## src/rtl/mis_split_pkg.sv

```systemverilog
package mis_split_pkg;

  typedef enum logic [1:0] {
    POL_SPLIT = 2'd0,
    POL_TRAP  = 2'd1,
    POL_ROUND = 2'd2
  } policy_e;

  typedef enum logic [1:0] {
    ST_IDLE = 2'd0,
    ST_BUS0 = 2'd1,
    ST_BUS1 = 2'd2
  } state_e;

endpackage

```

## src/rtl/mis_split_planner.sv

```systemverilog
module mis_split_planner #(
  parameter int ADDR_W = 32,
  parameter int LANES  = 4,
  parameter int OFS_W  = $clog2(LANES),
  parameter int SZ_W   = $clog2(OFS_W + 1),
  parameter int WA_W   = ADDR_W - OFS_W
) (
  input  logic [ADDR_W-1:0] addr_i,
  input  logic [SZ_W-1:0]   size_i,
  input  logic [1:0]        policy_i,
  output logic [WA_W-1:0]   word_o,
  output logic [OFS_W-1:0]  off_o,
  output logic [SZ_W-1:0]   nlog_o,
  output logic [LANES-1:0]  be0_o,
  output logic [LANES-1:0]  be1_o,
  output logic              cross_o,
  output logic              fault_o
);
  import mis_split_pkg::*;

  localparam int WIN = 2 * LANES;

  logic [SZ_W-1:0]   nlog;
  logic [OFS_W-1:0]  amask;
  logic              misal;
  logic [ADDR_W-1:0] eff;
  logic [WIN-1:0]    win;
  int                nbytes;
  int                base;

  always_comb begin
    nlog = (int'(size_i) > OFS_W) ? SZ_W'(OFS_W) : size_i;
    nbytes = 1 << nlog;
    for (int b = 0; b < OFS_W; b++) amask[b] = (b < int'(nlog));
    misal = |(addr_i[OFS_W-1:0] & amask);
    eff = addr_i;
    if (policy_i == POL_ROUND) eff[OFS_W-1:0] = addr_i[OFS_W-1:0] & ~amask;
    base = int'(eff[OFS_W-1:0]);
    for (int i = 0; i < WIN; i++) win[i] = (i >= base) && (i < base + nbytes);
  end

  assign word_o  = eff[ADDR_W-1:OFS_W];
  assign off_o   = eff[OFS_W-1:0];
  assign nlog_o  = nlog;
  assign be0_o   = win[LANES-1:0];
  assign be1_o   = win[WIN-1:LANES];
  assign cross_o = |win[WIN-1:LANES];
  assign fault_o = (policy_i == POL_TRAP) && misal;

endmodule

```

## src/rtl/mis_split_wr_steer.sv

```systemverilog
module mis_split_wr_steer #(
  parameter int DATA_W = 32,
  parameter int LANES  = DATA_W / 8,
  parameter int OFS_W  = $clog2(LANES),
  parameter int SZ_W   = $clog2(OFS_W + 1)
) (
  input  logic [DATA_W-1:0]   wdata_i,
  input  logic [OFS_W-1:0]    off_i,
  input  logic [SZ_W-1:0]     nlog_i,
  input  logic                big_i,
  output logic [2*DATA_W-1:0] win_o
);
  int n;
  int src;

  always_comb begin
    win_o = '0;
    n = 1 << nlog_i;
    src = 0;
    for (int k = 0; k < LANES; k++) begin
      if (k < n) begin
        src = big_i ? (n - 1 - k) : k;
        win_o[(int'(off_i) + k)*8 +: 8] = wdata_i[src*8 +: 8];
      end
    end
  end

endmodule

```

## src/rtl/mis_split_rd_merge.sv

```systemverilog
module mis_split_rd_merge #(
  parameter int DATA_W = 32,
  parameter int LANES  = DATA_W / 8,
  parameter int OFS_W  = $clog2(LANES),
  parameter int SZ_W   = $clog2(OFS_W + 1)
) (
  input  logic [2*DATA_W-1:0] win_i,
  input  logic [OFS_W-1:0]    off_i,
  input  logic [SZ_W-1:0]     nlog_i,
  input  logic                big_i,
  output logic [DATA_W-1:0]   value_o
);
  int n;
  int dst;

  always_comb begin
    value_o = '0;
    n = 1 << nlog_i;
    dst = 0;
    for (int k = 0; k < LANES; k++) begin
      if (k < n) begin
        dst = big_i ? (n - 1 - k) : k;
        value_o[dst*8 +: 8] = win_i[(int'(off_i) + k)*8 +: 8];
      end
    end
  end

endmodule

```

## src/rtl/mis_split_top.sv

```systemverilog
module mis_split_top #(
  parameter int ADDR_W = 32,
  parameter int DATA_W = 32,
  localparam int LANES = DATA_W / 8,
  localparam int OFS_W = $clog2(LANES),
  localparam int SZ_W  = $clog2(OFS_W + 1),
  localparam int WA_W  = ADDR_W - OFS_W
) (
  input  logic              clk_i,
  input  logic              rst_ni,
  input  logic [1:0]        policy_i,
  input  logic              big_endian_i,
  input  logic              req_valid_i,
  output logic              req_ready_o,
  input  logic [ADDR_W-1:0] req_addr_i,
  input  logic [SZ_W-1:0]   req_size_i,
  input  logic              req_write_i,
  input  logic [DATA_W-1:0] req_wdata_i,
  output logic              rsp_valid_o,
  output logic              rsp_fault_o,
  output logic [DATA_W-1:0] rsp_rdata_o,
  output logic              bus_valid_o,
  input  logic              bus_ready_i,
  output logic [WA_W-1:0]   bus_addr_o,
  output logic              bus_write_o,
  output logic [LANES-1:0]  bus_be_o,
  output logic [DATA_W-1:0] bus_wdata_o,
  input  logic [DATA_W-1:0] bus_rdata_i,
  output logic              split_busy_o
);
  import mis_split_pkg::*;

  state_e state_q;

  logic [WA_W-1:0]  p_word;
  logic [OFS_W-1:0] p_off;
  logic [SZ_W-1:0]  p_nlog;
  logic [LANES-1:0] p_be0, p_be1;
  logic             p_cross, p_fault;
  logic [2*DATA_W-1:0] p_wwin;

  logic [WA_W-1:0]     lat_word;
  logic [OFS_W-1:0]    lat_off;
  logic [SZ_W-1:0]     lat_nlog;
  logic [LANES-1:0]    lat_be0, lat_be1;
  logic                lat_cross, lat_write, lat_big;
  logic [2*DATA_W-1:0] lat_wwin;
  logic [DATA_W-1:0]   rbuf_lo;

  logic [2*DATA_W-1:0] rd_win;
  logic [DATA_W-1:0]   merged;

  logic              rsp_valid_q, rsp_fault_q;
  logic [DATA_W-1:0] rsp_rdata_q;

  mis_split_planner #(
    .ADDR_W(ADDR_W), .LANES(LANES), .OFS_W(OFS_W), .SZ_W(SZ_W), .WA_W(WA_W)
  ) i_planner (
    .addr_i  (req_addr_i),
    .size_i  (req_size_i),
    .policy_i(policy_i),
    .word_o  (p_word),
    .off_o   (p_off),
    .nlog_o  (p_nlog),
    .be0_o   (p_be0),
    .be1_o   (p_be1),
    .cross_o (p_cross),
    .fault_o (p_fault)
  );

  mis_split_wr_steer #(
    .DATA_W(DATA_W), .LANES(LANES), .OFS_W(OFS_W), .SZ_W(SZ_W)
  ) i_wr_steer (
    .wdata_i(req_wdata_i),
    .off_i  (p_off),
    .nlog_i (p_nlog),
    .big_i  (big_endian_i),
    .win_o  (p_wwin)
  );

  // second half in upper word, first half from buffer
  assign rd_win = (state_q == ST_BUS1) ? {bus_rdata_i, rbuf_lo} : {{DATA_W{1'b0}}, bus_rdata_i};

  mis_split_rd_merge #(
    .DATA_W(DATA_W), .LANES(LANES), .OFS_W(OFS_W), .SZ_W(SZ_W)
  ) i_rd_merge (
    .win_i  (rd_win),
    .off_i  (lat_off),
    .nlog_i (lat_nlog),
    .big_i  (lat_big),
    .value_o(merged)
  );

  always_ff @(posedge clk_i or negedge rst_ni) begin
    if (!rst_ni) begin
      state_q     <= ST_IDLE;
      lat_word    <= '0;
      lat_off     <= '0;
      lat_nlog    <= '0;
      lat_be0     <= '0;
      lat_be1     <= '0;
      lat_cross   <= 1'b0;
      lat_write   <= 1'b0;
      lat_big     <= 1'b0;
      lat_wwin    <= '0;
      rbuf_lo     <= '0;
      rsp_valid_q <= 1'b0;
      rsp_fault_q <= 1'b0;
      rsp_rdata_q <= '0;
    end else begin
      rsp_valid_q <= 1'b0;
      rsp_fault_q <= 1'b0;
      unique case (state_q)
        ST_IDLE: begin
          if (req_valid_i) begin
            if (p_fault) begin
              rsp_valid_q <= 1'b1;
              rsp_fault_q <= 1'b1;
              rsp_rdata_q <= '0;
            end else begin
              lat_word  <= p_word;
              lat_off   <= p_off;
              lat_nlog  <= p_nlog;
              lat_be0   <= p_be0;
              lat_be1   <= p_be1;
              lat_cross <= p_cross;
              lat_write <= req_write_i;
              lat_big   <= big_endian_i;
              lat_wwin  <= p_wwin;
              state_q   <= ST_BUS0;
            end
          end
        end
        ST_BUS0: begin
          if (bus_ready_i) begin
            rbuf_lo <= bus_rdata_i;
            if (lat_cross) begin
              state_q <= ST_BUS1;
            end else begin
              state_q     <= ST_IDLE;
              rsp_valid_q <= 1'b1;
              rsp_rdata_q <= lat_write ? '0 : merged;
            end
          end
        end
        ST_BUS1: begin
          if (bus_ready_i) begin
            state_q     <= ST_IDLE;
            rsp_valid_q <= 1'b1;
            rsp_rdata_q <= lat_write ? '0 : merged;
          end
        end
        default: state_q <= ST_IDLE;
      endcase
    end
  end

  assign req_ready_o  = (state_q == ST_IDLE);
  assign bus_valid_o  = (state_q == ST_BUS0) || (state_q == ST_BUS1);
  assign bus_addr_o   = (state_q == ST_BUS1) ? lat_word + 1'b1 : lat_word;
  assign bus_be_o     = (state_q == ST_BUS1) ? lat_be1 : lat_be0;
  assign bus_wdata_o  = (state_q == ST_BUS1) ? lat_wwin[2*DATA_W-1:DATA_W] : lat_wwin[DATA_W-1:0];
  assign bus_write_o  = lat_write;
  assign split_busy_o = ((state_q == ST_BUS0) && lat_cross) || (state_q == ST_BUS1);
  assign rsp_valid_o  = rsp_valid_q;
  assign rsp_fault_o  = rsp_fault_q;
  assign rsp_rdata_o  = rsp_rdata_q;

  assert_be_contig_R2: assert property (@(posedge clk_i) disable iff (!rst_ni)
    bus_valid_o |-> (bus_be_o != '0) &&
      (((bus_be_o + (bus_be_o & (~bus_be_o + 1'b1))) & bus_be_o) == '0));

  assert_byte_single_R3: assert property (@(posedge clk_i) disable iff (!rst_ni)
    (req_valid_i && req_ready_o && req_size_i == '0) |=> !split_busy_o && !rsp_fault_o);

  assert_split_next_word_R4: assert property (@(posedge clk_i) disable iff (!rst_ni)
    (state_q == ST_BUS0 && lat_cross && bus_ready_i) |=>
      bus_valid_o && split_busy_o && (bus_addr_o == $past(bus_addr_o) + 1'b1));

  assert_trap_no_bus_R6: assert property (@(posedge clk_i) disable iff (!rst_ni)
    (req_valid_i && req_ready_o && p_fault) |=> rsp_valid_o && rsp_fault_o && !bus_valid_o);

  assert_single_rsp_R9: assert property (@(posedge clk_i) disable iff (!rst_ni)
    (bus_valid_o && bus_ready_i && !split_busy_o) |=> rsp_valid_o && !rsp_fault_o);

  assert_busy_hold_R10: assert property (@(posedge clk_i) disable iff (!rst_ni)
    (split_busy_o && !bus_ready_i) |=> split_busy_o);

  assert_ready_idle_R11: assert property (@(posedge clk_i) disable iff (!rst_ni)
    req_ready_o |-> !bus_valid_o);

  assert_bus_hold_R12: assert property (@(posedge clk_i) disable iff (!rst_ni)
    (bus_valid_o && !bus_ready_i) |=> bus_valid_o && $stable(bus_addr_o) &&
      $stable(bus_be_o) && $stable(bus_wdata_o));

endmodule

```

## config.mk

```make
export PLATFORM = sky130hd
export DESIGN_NAME = mis_split_top
export DESIGN_NICKNAME = d
export VERILOG_FILES = /design/src/rtl/mis_split_pkg.sv /design/src/rtl/mis_split_planner.sv /design/src/rtl/mis_split_wr_steer.sv /design/src/rtl/mis_split_rd_merge.sv /design/src/rtl/mis_split_top.sv
export SDC_FILE = /design/constraint.sdc
export NUM_CORES = 1
export LEC_CHECK = 0
export ABC_AREA = 0
export BUFFER_PORTS_ARGS = -buffer_cell sky130_fd_sc_hd__buf_2
export CORE_UTILIZATION = 46
export CTS_CLUSTER_DIAMETER = 40
export DETAILED_ROUTE_END_ITERATION = 12
export PLACE_DENSITY = 0.68
export SETUP_SLACK_MARGIN = 0.5
export SYNTH_ARGS = -nofsm -noshare
export SYNTH_HDL_FRONTEND = slang
export SYNTH_SLANG_ARGS = --single-unit
```

## constraint.sdc

```tcl
create_clock -name clk_i -period 4.48 [get_ports clk_i]
set_clock_uncertainty 0.2 [all_clocks]
set_input_delay 0.224 -clock clk_i [delete_from_list [all_inputs] [get_ports clk_i]]
set_output_delay 0.224 -clock clk_i [all_outputs]
set_load 0.005 [all_outputs]
```

* Word level (Yosys, flattened, before mapping)
Cells that the tools add are included.
** Cells by class
- Reduce and logical (&&, ||, !) cells :: 15
- Bitwise logic cells :: 6
- Equal/unequal tests :: 10
- Multiplexer cells :: 48
- $lt $le $gt $ge :: 22
- Add/subtract/negate cells :: 24
- Shifts and indexed selects :: 26
** Operators with widths (count)
- 32-bit 2-to-1 mux :: 11
- 64-bit 2-to-1 mux :: 5
- 8-bit by 33-bit variable shift with 64-bit output (first input constant) :: 4
- 8-bit by 33-bit indexed part select with 64-bit output :: 4
- 29-bit 2-to-1 mux :: 8
- 32-bit negator with 33-bit output :: 7
- 64-bit bitwise mux :: 3
- 3-bit by 32-bit < comparator with 1-bit output (first input constant) :: 6
- 64-bit by 32-bit indexed part select with 8-bit output :: 3
- 8-bit by 33-bit variable shift with 32-bit output (first input constant) :: 4
- 8-bit by 33-bit indexed part select with 32-bit output :: 4
- 4-bit by 32-bit < comparator with 1-bit output (first input constant) :: 4
- 32-bit by 32-bit indexed part select with 8-bit output :: 4
- 29-bit by 2-bit subtractor with 29-bit output (second input constant) :: 4
- 29-bit by 3-bit subtractor with 29-bit output (second input constant) :: 4
- 32-bit bitwise mux :: 3
- 1-bit by 32-bit < comparator with 1-bit output (first input constant) :: 3
- 2-bit by 32-bit < comparator with 1-bit output (first input constant) :: 3
- 32-bit case mux with 3 select lines :: 1
- 64-bit bitwise AND :: 1
- 64-bit by 6-bit indexed part select with 8-bit output :: 1
- 1-bit by 2-bit << shifter with 32-bit output (first input constant) :: 2
- 5-bit negator with 33-bit output :: 1
- 3-bit by 32-bit adder with 32-bit output :: 1
- 31 further kinds :: 60
** Storage, ports and cells
- Flip-flop bits (word level) :: 177
- Word-level logic and storage cells :: 165
- Input port bits :: 106

* Depth between registers and ports, before layout
Gate-level depths: netlist of run 1.
- Depth in word-level cells :: 17
- Mapped depth :: 14

* By module
Synthesis of run 1 repeated with hierarchy kept, for this count alone.
** Unflattened totals
- Cell total of the unflattened synthesis :: 1531
- Area total of the unflattened synthesis :: 14467.6 um2
** By module, submodules not included
- mis_split_top :: area each 8398.1 um2, times used 1, cells each 677, seq. area each 4429.2 um2
- mis_split_wr_steer :: area each 3229.3 um2, times used 1, cells each 473, seq. area each 0.0 um2
- mis_split_rd_merge :: area each 2374.8 um2, times used 1, cells each 315, seq. area each 0.0 um2
- mis_split_planner :: area each 465.4 um2, times used 1, cells each 66, seq. area each 0.0 um2

* Worst setup path before layout of run 1
No wires, ideal clock.
- Path kind :: register -> register
- Start :: register lat_nlog[1]
- End :: register rsp_rdata_q[1] (netlist: rsp_rdata_o[1])
- Cell stages (with the launch flop) :: 15
- Path slack :: 0.977 ns
- Clock period less this slack :: 3.503 ns
- Data required time :: 4.202 ns
- Path buffers :: 3
- Arrival :: 3.225 ns
- Cell sequence :: dfrtp_1 -> buf_4 -> inv_2 -> ha_1 -> buf_2 -> clkbuf_1 -> nor3_1 -> inv_1 -> ha_1 -> or4b_1 -> nor4_1 -> a41oi_1 -> nor3_1 -> a32oi_1 -> o21ai_1
** Between the ends
- Cells in the longest elaborated chain, start to end :: 17
- Elaborated cells between the ends (all ways) :: 38
- Classes of those cells :: 8 x add/sub; 4 x order compare; 9 x shift; 16 x mux; 1 x bitwise
** RTL lines
- from (decl) :: RTL line mis_split_top.sv:44 : logic [SZ_W-1:0] lat_nlog;
- from (signal assigned) :: RTL line mis_split_top.sv:123 : lat_nlog <= p_nlog;
- 1-bit by 2-bit << shifter with 32-bit output (*) :: RTL line mis_split_rd_merge.sv:18 : n = 1 << nlog_i;
- branches (longest 11 deep; another with 32-bit negator with 33-bit output)
- 32-bit 2-to-1 mux (*) :: RTL line mis_split_rd_merge.sv:21 : if (k < n) begin
- 32-bit 2-to-1 mux (*) :: RTL line mis_split_top.sv:142, mis_split_top.sv:150
- 32-bit 2-to-1 mux :: RTL line mis_split_top.sv:137 : if (lat_cross) begin
- 32-bit 2-to-1 mux :: RTL line mis_split_top.sv:135 : if (bus_ready_i) begin
- 32-bit case mux with 3 select lines (*) :: RTL line mis_split_top.sv:113 : unique case (state_q)
- to (signal assigned) :: RTL line mis_split_top.sv:142 : rsp_rdata_q <= lat_write ? '0 : merged;
- to (signal assigned) :: RTL line mis_split_top.sv:150 : rsp_rdata_q <= lat_write ? '0 : merged;
- to (decl) :: RTL line mis_split_top.sv:54 : logic [DATA_W-1:0] rsp_rdata_q;
Mark *: on every way between the ends. The select of a mux whose other input is x is not followed.
A chain may end at the register's enable or synchronous reset.

* Worst setup path after layout of run 1
- Start :: register lat_nlog[1]
- End :: register rsp_rdata_q[28] (netlist: rsp_rdata_o[28])
The elaborated chain is that of the path after synthesis.

==> flow_metrics.env, run 1 <==
export IMPL_highest_layer="met4"
export IMPL_cts_sinks=177
export IMPL_die_area_sq_um=28400
export IMPL_syn_to_final_growth_pct=20.3
export IMPL_tns_ps=0
export IMPL_place_gp_congestion=0.984
export IMPL_io_buffers=209
export IMPL_dpl_worst_slack_ps=859
export IMPL_async_flop_share_pct=100
export IMPL_rr_startpoint="lat_nlog[1]"
export IMPL_postRouteAntennaNets=0
export IMPL_min_period_ps=3610
export IMPL_final_max_slew_viol_count=0
export IMPL_synth_cells=1457
export IMPL_hp_start="req_wdata_i[7]"
export IMPL_relSlewSlack_pct=30.6
export IMPL_diodes=0
export IMPL_setup_slack_ps=872
export IMPL_hold_violations=0
export IMPL_insertion_delay_ps=450
export IMPL_rsz0062_at_grt="no"
export IMPL_clockBufferDepth=2
export IMPL_tightest_slew_ps=1030
export IMPL_die_h_um=168
export IMPL_cp_data_arrival_time_ps=3790
export IMPL_whs_path_depth=5
export IMPL_core_sq_um=27100
export IMPL_status="completed"
export IMPL_drc=0
export IMPL_grt_max_degree=124
export IMPL_fill_cells=2425
export IMPL_hpwl_um=30800
export IMPL_fmax_ghz=0.277
export IMPL_die_w_um=168
export IMPL_ys_seq_elements=177
export IMPL_drt_iter0_markers=1426
export IMPL_crit_type="flop to flop"
export IMPL_nNetsFinal=1814
export IMPL_synthesis_nets=1597
export IMPL_drive_gt1_share_pct=24.4
export IMPL_num_vias=12760
export IMPL_whs_ps=7.27
export IMPL_multi_input_area_sq_um=7630
export IMPL_antenna_found_initial=0
export IMPL_fin_crit_sh_pct=80.5
export IMPL_ys_seq_area_share_pct=34.8
export IMPL_viasPerCell=6.20
export IMPL_rows=60
export IMPL_wl_met1_um=17900
export IMPL_cts_buffers=17
export IMPL_powerDensity_nw_per_um2=552
export IMPL_cap_violations=0
export IMPL_cts_htree_levels=4
export IMPL_final_cell_count_no_fill=2059
export IMPL_syn_cell_area_sq_um=12700
export IMPL_wl_met2_um=20500
export IMPL_seq_area_sq_um=4430
export IMPL_path_clk_slew_ps=80
export IMPL_ir_worst_vdd_mv=0.297
export IMPL_postCtsSetupBuffers=0
export IMPL_mostFrequentLayoutCells="nand2_1, buf_2, dfrtp_1"
export IMPL_endpoint_kind="flop"
export IMPL_yosys_warnings=0
export IMPL_critPathLaunch="lat_nlog[1]"
export IMPL_firstDrtPassIters=6
export IMPL_ys_flop_type="dfrtp_1"
export IMPL_dp_cells=1957
export IMPL_wl_um=43500
export IMPL_min_delay_path_class="input pin to flop"
export IMPL_place_area_sq_um=14000
export IMPL_avgSynthCellArea_sq_um=8.75
export IMPL_ios=210
export IMPL_cts_tree="built"
export IMPL_leakage_nw=7.02
export IMPL_grt_usage_pct=30.5
export IMPL_avgRoutedWirePerCell_um=21.1
export IMPL_grt_pass1_wl_um=67600
export IMPL_crit_required_ps=4660
export IMPL_ff2ff_path_depth=10
export IMPL_initial_core_util_pct=47.0
export IMPL_synth_edf_count=0
export IMPL_synthDistinctLibCells=86
export IMPL_overflow=0
export IMPL_setup_viol=0
export IMPL_layout_cells_most_common="nand2_1"
export IMPL_wl_met3_um=3080
export IMPL_first_global_vias=11988
export IMPL_crit_fanout=11
export IMPL_fin_area_sq_um=15300
export IMPL_cp_start_kind="flop"
export IMPL_clock_root_buffer="clkbuf_16"
==> logic make-up after synthesis <==
kind of cell	after synthesis	share of synthesized area, %
xor gates and xnor gates	31	2.13
AOI/OAI and AO/OA	406	22.9
muxes	136	12.7
and+or+nand+nor	503	18.5
buffers and inverters	170	5.66
adders and majority gates	34	3.40
DFF	177	34.8
==> critical path, stage by stage (launching register included) <==
cell and delay, ps:
dfrtp_1 570, inv_2 150, ha_1 290, nand2b_1 270, ha_1 350, or3b_2 520
a21o_1 230, nor3_2 520, a22oi_1 140, nor2_1 150, a221o_1 140
==> metal layers <==
layer	vias up	global-route usage, %
met5	-	0
met4	0	15.1
met3	128	5.07
met2	697	49.2
met1	6134	39.8
li1	5801	-
==> cell usage after synthesis (11+ instances only) <==
cell type | instances | area [sq um]
nand2_1 | 263 | 987
dfrtp_1 | 177 | 4430
mux2_2 | 81 | 912
nor2_1 | 74 | 278
o21ai_0 | 68 | 340
inv_1 | 62 | 233
clkbuf_1 | 51 | 191
mux2i_1 | 43 | 430
a22o_1 | 42 | 368
a21oi_1 | 41 | 205
buf_2 | 36 | 180
nand3_1 | 35 | 175
o22ai_1 | 34 | 213
ha_1 | 33 | 413
o221ai_1 | 29 | 254
a22oi_1 | 24 | 180
xnor2_1 | 21 | 184
o21ai_1 | 20 | 100
a31oi_1 | 19 | 119
a221o_1 | 16 | 160
nand4_1 | 16 | 100
or2_2 | 15 | 93.8
nor2b_1 | 14 | 87.6
a32oi_1 | 12 | 105
and3_1 | 12 | 75.1
mux4_2 | 12 | 270
o211ai_1 | 12 | 90.1
a221oi_1 | 11 | 96.3
nor3_1 | 11 | 55.1
or3_1 | 11 | 68.8
==> timing repair <==
item / 4_1_cts / 5_1_grt
endpoints found under the hold margin: 139 / 0
endpoints found under the setup margin: 0 / 14
resized for setup: 0 / 2
hold buffers: 70 / 0
==> layout make-up <==
type	count	area share [%]
Timing Repair Buffer	302	12.7
Clock buffer	18	2.87
Tap cell	372	3.04
Clock inverter	14	1.06
Inverter	66	1.62
Multi-Input combinational cell	1110	49.8
Sequential cell	177	28.9
==> state kept, by name (all words and copies together) (netlist names) <==
name / flops
bus_write_o: 1
lat_be0: 4
lat_be1: 4
lat_big: 1
lat_cross: 1
lat_nlog: 2
lat_off: 2
lat_word: 30
lat_wwin: 64
rbuf_lo: 32
rsp_fault_o: 1
rsp_rdata_o: 32
rsp_valid_o: 1
state_q: 2
==> worst paths after layout <==
path / slack [ps] / endpoint
max: 870 / rsp_rdata_o[28]
min: 7 / lat_wwin[7]
max reg2reg: 870 / rsp_rdata_o[28]
min reg2reg: 280 / lat_wwin[3]
max in group asynchronous: 2900 / lat_off[0]
min in group asynchronous: 140 / rbuf_lo[7]
==> metrics by stage <==
step	total power [mW]	util, %
after CTS	8.41	56.5
after global placement	6.69	51.7
final	8.46	56.6
after floorplan	5.42	-
after detailed placement	6.76	51.7
after global routing	8.98	56.6
==> where the power goes <==
| group | internal, mW | switching [mW] | total, mW |
|---|---|---|---|
| clock | 0.811 | 0.755 | 1.57 |
| sequential | 2.10 | 0.562 | 2.66 |
| combinational | 1.78 | 2.45 | 4.23 |
No activity file was read; power rests on OpenSTA's default activity.
==> run 2: changes to the inputs <==
--- a/config.mk
+++ b/config.mk
@@ -5,7 +5,7 @@
 export SDC_FILE = /design/constraint.sdc
 export NUM_CORES = 1
 export LEC_CHECK = 0
-export ABC_AREA = 0
+export ABC_AREA = 1
 export BUFFER_PORTS_ARGS = -buffer_cell sky130_fd_sc_hd__buf_2
 export CORE_UTILIZATION = 46
 export CTS_CLUSTER_DIAMETER = 40
==> constraint.sdc (replaced) <==
create_clock -name clk_i -period 3.7 [get_ports clk_i]
set_clock_uncertainty 0.2 [all_clocks]
set_input_delay 0.185 -clock clk_i [delete_from_list [all_inputs] [get_ports clk_i]]
set_output_delay 0.185 -clock clk_i [all_outputs]
set_load 0.005 [all_outputs]
==> run 2 against run 1 <==
  * Register-to-register slack lost 150 ps
  * Routed wire length grew 11%
  * Area after synthesis grew 6.6%
  * Sequential share of layout area shrank 1.7 points
  * Critical path depth grew 3
  * Non-clock buffer count grew 10
  * Flip-flop and latch count is the same
  * Global-route usage grew 1.7 points
  * Sequential power grew 17%
  * Final area grew 6.5%
  * Synthesized cell count grew 45%
  * Hold slack gained 22 ps
  * Critical endpoint is now bus_addr_o[26]
  * Largest cell class unchanged
==> flow_metrics.env, run 2 <==
export IMPL_final_cell_count_no_fill=2740
export IMPL_async_flop_share_pct=100
export IMPL_grt_usage_pct=32.3
export IMPL_ys_flop_type="dfrtp_1"
export IMPL_syn_cell_area_sq_um=13600
export IMPL_powerDensity_nw_per_um2=691
export IMPL_fmax_ghz=0.327
export IMPL_tightest_slew_ps=865
export IMPL_grt_pass1_wl_um=77200
export IMPL_clockBufferDepth=2
export IMPL_r2r_end="rsp_rdata_o[24]"
export IMPL_largest_register="lat_wwin"
export IMPL_rr_startpoint="lat_nlog[1]"
export IMPL_leakage_nw=8.28
export IMPL_wl_met2_um=23700
export IMPL_final_max_slew_viol_count=0
export IMPL_yosysTopAreaCellShare_pct=32.6
export IMPL_die_area_sq_um=30200
export IMPL_crit_required_ps=3310
export IMPL_syn_to_final_growth_pct=20.2
export IMPL_drive_gt1_share_pct=16.0
export IMPL_insertion_delay_ps=460
export IMPL_ios=210
export IMPL_antenna_found_initial=0
export IMPL_viasPerCell=5.55
export IMPL_hpwl_um=35800
export IMPL_min_period_ps=3060
export IMPL_synth_cells=2112
export IMPL_place_gp_congestion=0.991
export IMPL_core_sq_um=28900
export IMPL_ys_seq_area_share_pct=32.6
export IMPL_rsz0062_at_grt="no"
export IMPL_grt_max_degree=70
export IMPL_whs_endpoint="rsp_fault_o"
export IMPL_dp_cells=2634
export IMPL_mostFrequentLayoutCells="nand2_1, buf_2, dfrtp_1"
export IMPL_cts_tree="built"
export IMPL_crit_fanout=5
export IMPL_highest_layer="met4"
export IMPL_wl_met3_um=2330
export IMPL_path_clk_slew_ps=70
export IMPL_rows=62
export IMPL_fill_cells=2882
export IMPL_avgRoutedWirePerCell_um=17.6
export IMPL_setup_viol=0
export IMPL_synthDistinctLibCells=57
export IMPL_drc=0
export IMPL_io_buffers=209
export IMPL_wl_met1_um=19800
export IMPL_ff2ff_path_depth=19
export IMPL_diodes=0
export IMPL_p_comb_share_pct=56.1
export IMPL_ir_worst_vdd_mv=0.475
export IMPL_synth_edf_count=0
export IMPL_fin_area_sq_um=16300
export IMPL_cp_data_arrival_time_ps=2680
export IMPL_largest_register_ffs=64
export IMPL_whs_path_depth=4
export IMPL_fin_crit_sh_pct=82.7
export IMPL_cts_htree_levels=4
export IMPL_layout_cells_most_common="nand2_1"
export IMPL_p_int_mw=5.70
export IMPL_cts_buffers=17
export IMPL_seqPwrFrac_pct=27.7
export IMPL_cap_violations=0
export IMPL_hp_start="policy_i[1]"
export IMPL_yosys_area_top_type="dfrtp_1"
export IMPL_num_vias=15204
export IMPL_multi_input_area_sq_um=8000
export IMPL_relSlewSlack_pct=42.2
export IMPL_firstDrtPassIters=5
export IMPL_first_global_vias=14561
export IMPL_postRouteAntennaNets=0
export IMPL_netlist_top_cells_area="dfrtp_1, nand2_1, nand3_1"
export IMPL_nNetsFinal=2483
export IMPL_yosys_warnings=0
export IMPL_cp_start_kind="flop"
export IMPL_synthesis_nets=2252
export IMPL_status="completed"
export IMPL_hold_violations=0
export IMPL_tns_ps=0
export IMPL_cts_sinks=177
export IMPL_whs_ps=28.9
export IMPL_clkPwrFrac_pct=16.2
export IMPL_drt_iter0_markers=1283
export IMPL_clock_root_buffer="clkbuf_16"
export IMPL_seq_area_sq_um=4430
export IMPL_overflow=0
export IMPL_ys_seq_elements=177
export IMPL_min_delay_path_class="input pin to flop"
export IMPL_initial_core_util_pct=47.1
export IMPL_p_sw_mw=5.57
export IMPL_endpoint_kind="output port"
export IMPL_r2r_setup_slack_ps=720
export IMPL_synth_most_common_cell="nand2_1"
export IMPL_die_h_um=174
export IMPL_wl_um=48300
export IMPL_avgSynthCellArea_sq_um=6.43
export IMPL_synthTopCellsByCount="nand2_1, dfrtp_1, inv_1, nand3_1, o21ai_0"
export IMPL_crit_type="flop to output port"
export IMPL_place_area_sq_um=14900
export IMPL_die_w_um=174
export IMPL_swShare_pct=49.5
==> run 2: logic make-up after synthesis <==
kind of cell	share of synthesized area, %
compound gates	18.3
xor+xnor	1.68
fa+ha+maj	3.19
buf+inv	9.16
flops	32.6
mux	0.0829
simple gates	35.0
==> run 2: how the worst max path moves through the flow <==
stage | start | endpoint | slack (ps) | depth (start not counted)
2_1_floorplan | lat_nlog[1] | rsp_rdata_o[26] | 760 | 19
3_3_place_gp | lat_nlog[1] | rsp_rdata_o[29] | 460 | 18
3_5_place_dp | lat_nlog[1] | rsp_rdata_o[24] | 340 | 18
4_1_cts | state_q[0] | bus_addr_o[26] | 520 | 13
5_1_grt | state_q[0] | bus_addr_o[26] | 460 | 13
6_report | state_q[0] | bus_addr_o[26] | 640 | 13
==> run 2: power by group through the flow <==
| stage | logic, mW | clock network, mW | registers (mW) |
|---|---|---|---|
| floorplan | 4.14 | 0 | 3.01 |
| global placement | 6.01 | 0 | 3.11 |
| detailed placement | 6.07 | 0 | 3.13 |
| CTS | 6.19 | 1.86 | 3.11 |
| global route | 7.04 | 1.93 | 3.20 |
| finish | 6.32 | 1.83 | 3.12 |
==> run 2: timing repair <==
action | 4_1_cts | 5_1_grt
hold buffers | 68 | 0
endpoints found under the hold margin | 132 | 0
setup buffers | 2 | 4
resized for setup | 3 | 23
endpoints found under the setup margin | 34 | 40
pin swaps | 0 | 5
==> run 2: metrics by stage <==
step	util, %	power [mW]	setup slack [ps]
2_1_floorplan	-	7.15	756
3_3_place_gp	51.7	9.13	457
3_5_place_dp	51.7	9.21	344
4_1_cts	56.2	11.2	521
5_1_grt	56.6	12.2	459
6_report	56.6	11.3	639
==> run 2: final cells by class <==
class	count	area share (%)
Tap cell	384	2.94
Clock inverter	11	0.728
Inverter	209	4.82
Multi-Input combinational cell	1626	49.0
Clock buffer	21	2.82
Sequential cell	177	27.2
Timing Repair Buffer	312	12.5
==> run 2: layer usage <==
layer,track usage (%),up-vias
met5,0,-
met4,17.6,0
met3,4.01,131
met2,55.1,541
met1,39.5,7154
li1,-,7378
==> run 2: worst max-delay path: stages (launching register included) <==
cell and delay [ps]:
dfrtp_2 450, inv_2 90, ha_4 180, nand2_2 100
nor3_2 230, nand4_1 170, nor2_2 240, nand2_2 130
nor2_4 130, nand2_1 80, nor2_1 120, xnor2_1 130
inv_1 50, buf_2 120
